`src/rtl/clb_pkg.sv`:
```
package clb_pkg;

  typedef enum logic [1:0] {
    OP_IDLE = 2'b00,
    OP_LOAD = 2'b01,
    OP_FLIP = 2'b10,
    OP_EVAL = 2'b11
  } clbOp_e;

  // strobes from control to datapath
  typedef struct packed {
    logic clr;
    logic load;
    logic flip;
    logic eval;
  } clbStrobe_t;

endpackage

```
`src/rtl/clb_clause_cell.sv`:
```
// One clause: thermometer count of true literals, saturating at both ends.
module clb_clause_cell #(
  parameter int DEPTH = 5
) (
  input  logic clk,
  input  logic rst_n,
  input  logic clr,
  input  logic up,
  input  logic down,
  output logic nonZero,
  output logic isOne
);

  logic [DEPTH-1:0] therm;

  generate
    if (DEPTH == 1) begin : g_single
      always_ff @(posedge clk or negedge rst_n) begin
        if (!rst_n)              therm <= '0;
        else if (clr)            therm <= '0;
        else if (up && !down)    therm <= 1'b1;
        else if (down && !up)    therm <= 1'b0;
      end
      assign isOne = therm[0];
    end else begin : g_multi
      always_ff @(posedge clk or negedge rst_n) begin
        if (!rst_n)              therm <= '0;
        else if (clr)            therm <= '0;
        else if (up && !down)    therm <= {therm[DEPTH-2:0], 1'b1};
        else if (down && !up)    therm <= {1'b0, therm[DEPTH-1:1]};
      end
      assign isOne = therm[0] & ~therm[1];
    end
  endgenerate

  assign nonZero = therm[0];

endmodule

```
`src/rtl/clb_control.sv`:
```
// Decodes clear and op into datapath strobes; clear dominates.
module clb_control
  import clb_pkg::*;
(
  input  logic       clear,
  input  logic [1:0] op,
  output clbStrobe_t strobe
);

  clbOp_e opDec;

  always_comb begin
    opDec        = clbOp_e'(op);
    strobe       = '0;
    strobe.clr   = clear;
    if (!clear) begin
      unique case (opDec)
        OP_LOAD: strobe.load = 1'b1;
        OP_FLIP: strobe.flip = 1'b1;
        OP_EVAL: strobe.eval = 1'b1;
        default: ;
      endcase
    end
  end

endmodule

```
`src/rtl/clb_datapath.sv`:
```
module clb_datapath
  import clb_pkg::*;
#(
  parameter int NUM_CLAUSES = 8,
  parameter int MAX_LITS    = 5,
  parameter int CNT_W       = 4,
  parameter int GAIN_W      = 5
) (
  input  logic                          clk,
  input  logic                          rst_n,
  input  clbStrobe_t                    strobe,
  input  logic [2*NUM_CLAUSES-1:0]      memWord,
  input  logic                          varValue,
  output logic [CNT_W-1:0]              satTotal,
  output logic signed [GAIN_W-1:0]      gain
);

  logic [NUM_CLAUSES-1:0] litTrue;
  logic [NUM_CLAUSES-1:0] litFalse;
  logic [NUM_CLAUSES-1:0] upVec;
  logic [NUM_CLAUSES-1:0] downVec;
  logic [NUM_CLAUSES-1:0] nonZeroVec;
  logic [NUM_CLAUSES-1:0] isOneVec;
  logic [NUM_CLAUSES-1:0] risingVec;
  logic [NUM_CLAUSES-1:0] fallingVec;

  function automatic logic [CNT_W-1:0] popCount(input logic [NUM_CLAUSES-1:0] v);
    logic [CNT_W-1:0] s;
    s = '0;
    for (int i = 0; i < NUM_CLAUSES; i++) s = s + CNT_W'(v[i]);
    return s;
  endfunction

  generate
    for (genvar c = 0; c < NUM_CLAUSES; c++) begin : g_clause
      logic present;
      logic polarity;
      assign present     = memWord[2*c+1];
      assign polarity    = memWord[2*c];
      assign litTrue[c]  = present & (polarity == varValue);
      assign litFalse[c] = present & (polarity != varValue);
      assign upVec[c]    = (strobe.load & litTrue[c]) | (strobe.flip & litFalse[c]);
      assign downVec[c]  = strobe.flip & litTrue[c];

      clb_clause_cell #(.DEPTH(MAX_LITS)) i_cell (
        .clk     (clk),
        .rst_n   (rst_n),
        .clr     (strobe.clr),
        .up      (upVec[c]),
        .down    (downVec[c]),
        .nonZero (nonZeroVec[c]),
        .isOne   (isOneVec[c])
      );
    end
  endgenerate

  assign risingVec  = litFalse & ~nonZeroVec;
  assign fallingVec = litTrue & isOneVec;

  logic [CNT_W-1:0]         riseCnt;
  logic [CNT_W-1:0]         fallCnt;
  logic signed [GAIN_W-1:0] gainNext;

  always_comb begin
    riseCnt  = popCount(risingVec);
    fallCnt  = popCount(fallingVec);
    gainNext = $signed({1'b0, riseCnt}) - $signed({1'b0, fallCnt});
  end

  always_ff @(posedge clk or negedge rst_n) begin
    if (!rst_n) begin
      satTotal <= '0;
      gain     <= '0;
    end else begin
      satTotal <= popCount(nonZeroVec);
      if (strobe.eval) gain <= gainNext;
    end
  end

endmodule

```
`src/rtl/clb_bank.sv`:
```
module clb_bank
  import clb_pkg::*;
#(
  parameter  int NUM_CLAUSES = 8,
  parameter  int MAX_LITS    = 5,
  localparam int CNT_W       = $clog2(NUM_CLAUSES + 1),
  localparam int GAIN_W      = CNT_W + 1
) (
  input  logic                     clk,
  input  logic                     rst_n,
  input  logic                     clear,
  input  logic [1:0]               op,
  input  logic [2*NUM_CLAUSES-1:0] memWord,
  input  logic                     varValue,
  output logic [CNT_W-1:0]         satTotal,
  output logic signed [GAIN_W-1:0] gain
);

  clbStrobe_t strobe;

  clb_control i_control (
    .clear  (clear),
    .op     (op),
    .strobe (strobe)
  );

  clb_datapath #(
    .NUM_CLAUSES (NUM_CLAUSES),
    .MAX_LITS    (MAX_LITS),
    .CNT_W       (CNT_W),
    .GAIN_W      (GAIN_W)
  ) i_datapath (
    .clk      (clk),
    .rst_n    (rst_n),
    .strobe   (strobe),
    .memWord  (memWord),
    .varValue (varValue),
    .satTotal (satTotal),
    .gain     (gain)
  );

endmodule

```
`config.mk`:
```
export PLATFORM = sky130hd
export DESIGN_NAME = clb_bank
export DESIGN_NICKNAME = d
export VERILOG_FILES = /design/src/rtl/clb_pkg.sv /design/src/rtl/clb_clause_cell.sv /design/src/rtl/clb_control.sv /design/src/rtl/clb_datapath.sv /design/src/rtl/clb_bank.sv
export SDC_FILE = /design/constraint.sdc
export NUM_CORES = 1
export LEC_CHECK = 0
export BUFFER_PORTS_ARGS = -buffer_cell sky130_fd_sc_hd__buf_4
export CORE_MARGIN = 5
export CORE_UTILIZATION = 30
export CTS_CLUSTER_SIZE = 25
export DETAILED_ROUTE_END_ITERATION = 10
export MAX_ROUTING_LAYER = met4
export PLACE_DENSITY = 0.54
export SLEW_MARGIN = 30
export SYNTH_ARGS = -nofsm -noshare
export SYNTH_HDL_FRONTEND = slang
export SYNTH_HIERARCHICAL = 1
export SYNTH_SLANG_ARGS = --single-unit
```
`constraint.sdc`:
```
create_clock -name clk -period 9.5 [get_ports clk]
set_input_delay 1.9 -clock clk [delete_from_list [all_inputs] [get_ports clk]]
set_output_delay 1.9 -clock clk [all_outputs]
set_load 0.005 [all_outputs]
```
==> results by group <==
Critical path
  – Crit path required time: 9.70 ns
  – Reg2Reg Depth: 13
  – Critical Path End Type: register
  – CP startpoint kind: input pin
  – Worst Path Arrival: approximately 6 ns
  – WS Path Type: input pin to register
  – Crit path max fanout: 13

Timing
  – Slew headroom: 57.3%
  – Final Hold Vio Count: 0
  – Max Slew Vio Count: 0
  – Final cycle utilization of the critical path: around three fifths
  – Setup violators final: 0
  – RSZ-0062 raised after global routing: no
  – Fmax: 177 MHz
  – Worst-Margin Slew: 0.640 ns
  – Min Tclk post-route: about 5.6 ns
  – Final worst slack: ~3.9 ns
  – Min Hold Slack: 0.529 ns
  – Worst-case clock skew: 0.00692 ns
  – Setup TNS Final: 0 ns

Synthesis
  – Post-synthesis net count: 348
  – Post-Syn Area: 0.00335 mm^2
  – Synth Flop Type: dfrtp_1
  – Count of cell types in the netlist: 36
  – Mapped Cells: 303
  – Synth Warn #: 6
  – Synthesized flop and latch total: between 40 and 50
  – Async S/R FF share, synth: 100%
  – Number of flops mapped to enable cells by yosys: 0
  – Mean Syn Cell Area: 11.0 um^2
  – Sequential fraction of the synthesis area: 36.6%

Route
  – Met2 WL: 3.01 mm
  – Wirelength per Cell: 14.0 um
  – DRC viols: 0
  – Total vias in the final route: about 2200
  – Post-route ant nets: 0
  – Met3 WL: slightly above 200 um
  – DR top layer: met4
  – DR iter-0 viols: 80
  – Final WL: between 6 and 7 mm
  – Wl on met1: 3.26 mm
  – Via/cell ratio: 4.75
  – First-pass DRT Iterations: 4

Power
  – Int Power: 366 uW
  – Comb pwr share: 32.1%
  – Sequential share of power: 44.2%
  – Clock power share: 23.8%
  – Sw frac: 30.8%
  – Peak VDD IR: approximately 0.000065 V
  – Pwr Density: 143 mW/mm^2
  – Leak Pwr: between 0.0015 and 0.002 uW
  – Total net switching power: about 160 uW

Die
  – I/O pin total: 31
  – Initial core utilization: between 30 and 40%
  – Die Span X: 116 um
  – # rows: 38
  – DIE AREA: about 0.013 mm^2
  – Core area: roughly 0.011 mm^2
  – Die H: 116 um

Finish
  – Antenna diodes: 0
  – # nets final: between 300 and 400
  – Area delta synth->final: 10.7%
  – Most common cell after layout, fill and taps aside: dfrtp_1
  – Layout cells sized above 1: between 10% and 20%
  – Most frequent cells in the layout: dfrtp_1 (49), mux2i_1 (35), buf_4 (32)
  – Post-Route Utilization: 34.0%
  – Fin area: 0.00370 mm^2
  – Fill count: 1089

Clocking
  – Sink Count: 49
  – CTS Hold Buffers Added: 0
  – CTS root buf: clkbuf_8
  – Clk_lat worst skew: 0.30 ns
  – CTS tree: yes
  – Post-CTS Setup Bufs: 0
  – H-tree Lvls: 2
  – Total CTS buffers: 5
  – Max Buffers Root-to-Sink: 2
  – Clock slew at reported path FFs: about 0.090 ns
  – Gates resized, CTS repair: 0

Global routing
  – Largest net degree at the start of global routing: 50
  – All-Layer GR Usage: 11.0%
  – Vias in the first global route: 2315
  – Global-route wire length before repair: ~11 mm
  – Remaining Overflow, GRT: 0
  – Antenna violations before repair: 0

Min path
  – Hold WC Path Type: register to register
  – Hold depth: 1

Job
  – # Max-Cap Violations: 0

Place
  – IO buf count: 30
  – Final Wtd Congestion: 0.763
  – Dpl ws: ~3.5 ns
  – DP Area: 0.00362 mm^2
  – Dpl hpwl: 5.06 mm

Outcome
  – Outcome: completed
==> area by class of cell <==
cell class | count | area, um^2 | share of cell area (%)
well taps | 140 | 175 | 4.73
inverters | 27 | 101 | 2.74
clock buffers | 7 | 86.3 | 2.33
multi-input cells | 213 | 1880 | 50.6
flip-flops and latches | 49 | 1230 | 33.1
repair buffers | 32 | 240 | 6.48
==> synth_stat cells (3+ instances only) <==
library cell | count | area, um^2
xor2_2 | 5 | 81.3
nand2_1 | 10 | 37.5
nor3_1 | 8 | 40.0
a211oi_2 | 8 | 100
xnor2_2 | 3 | 48.8
buf_6 | 9 | 101
mux2i_1 | 35 | 350
dfrtp_1 | 49 | 1230
ha_1 | 8 | 100
xnor2_1 | 7 | 61.3
a21boi_1 | 5 | 37.5
nand3b_1 | 3 | 22.5
o21ai_0 | 9 | 45.0
or2_1 | 8 | 50.1
fa_1 | 15 | 300
and3_1 | 15 | 93.8
mux2_2 | 3 | 33.8
inv_1 | 27 | 101
nor2b_1 | 13 | 81.3
nor3b_1 | 5 | 37.5
o22ai_1 | 24 | 150
nand2b_1 | 8 | 50.1
nand3_1 | 5 | 25.0
nand4b_1 | 8 | 70.1
==> worst paths after layout <==
check / slack, ns / startpoint / to
worst max-delay path: 3.86 / varValue / i_datapath/gain[2]$_DFFE_PN0P_
max in group asynchronous: 7.45 / rst_n / i_datapath/g_clause[7].i_cell/therm[3]$_DFFE_PN0P_
min in group asynchronous: 1.61 / rst_n / i_datapath/g_clause[6].i_cell/therm[4]$_DFFE_PN0P_
worst max register to register: 5.34 / i_datapath/g_clause[1].i_cell/therm[0]$_DFFE_PN0P_ / i_datapath/gain[2]$_DFFE_PN0P_
worst min register to register: 0.53 / i_datapath/gain[2]$_DFFE_PN0P_ / i_datapath/gain[2]$_DFFE_PN0P_
worst min-delay path: 0.53 / i_datapath/gain[2]$_DFFE_PN0P_ / i_datapath/gain[2]$_DFFE_PN0P_
==> flip-flops by register name (all words and copies together), names as in the netlist <==
register / cells
i_datapath/g_clause.i_cell/therm: 40
i_datapath/gain: 5
i_datapath/satTotal: 4
==> metal layers <==
layer / vias to the layer above / global-route usage (%)
li1: 1112 / -
met1: 1075 / 14.9
met2: 30 / 16.7
met3: 7 / 2.35
met4: 0 / 3.13
met5: - / -
==> power by group through the flow <==
stage | combinational [uW] | clock, uW | sequential (uW)
3_3_place_gp | 171 | 0 | 238
5_1_grt | 196 | 143 | 236
2_1_floorplan | 114 | 0 | 237
6_report | 170 | 126 | 234
3_5_place_dp | 172 | 0 | 238
4_1_cts | 174 | 133 | 234
==> metrics by stage <==
step	total power [uW]	instances
after global placement	409	461
after global routing	575	468
after floorplan	352	303
after detailed placement	410	461
after CTS	540	468
final	529	468
==> logic make-up (layout without fill, tap and decap cells) <==
kind of cell,after synthesis,after routing,synth area share (%)
multiplexers,38,38,11.5
adder cells (fa/ha/maj),23,23,12.0
AO/OA/AOI/OAI,51,51,11.0
AND/OR/NAND/NOR,86,86,15.9
buffers and inverters,41,66,7.29
XOR/XNOR,15,15,5.72
flip-flops,49,49,36.6
==> critical path: stages <==
cell     delay, ns
buf_4         0.28
xnor2_1       0.15
and3_1        0.22
fa_1          0.50
fa_1          0.55
inv_1         0.05
fa_1          0.52
inv_1         0.05
fa_1          0.54
inv_1         0.05
ha_1          0.22
fa_1          0.40
xnor2_1       0.14
mux2_2        0.25
No activity file was read; power rests on OpenSTA's default activity.
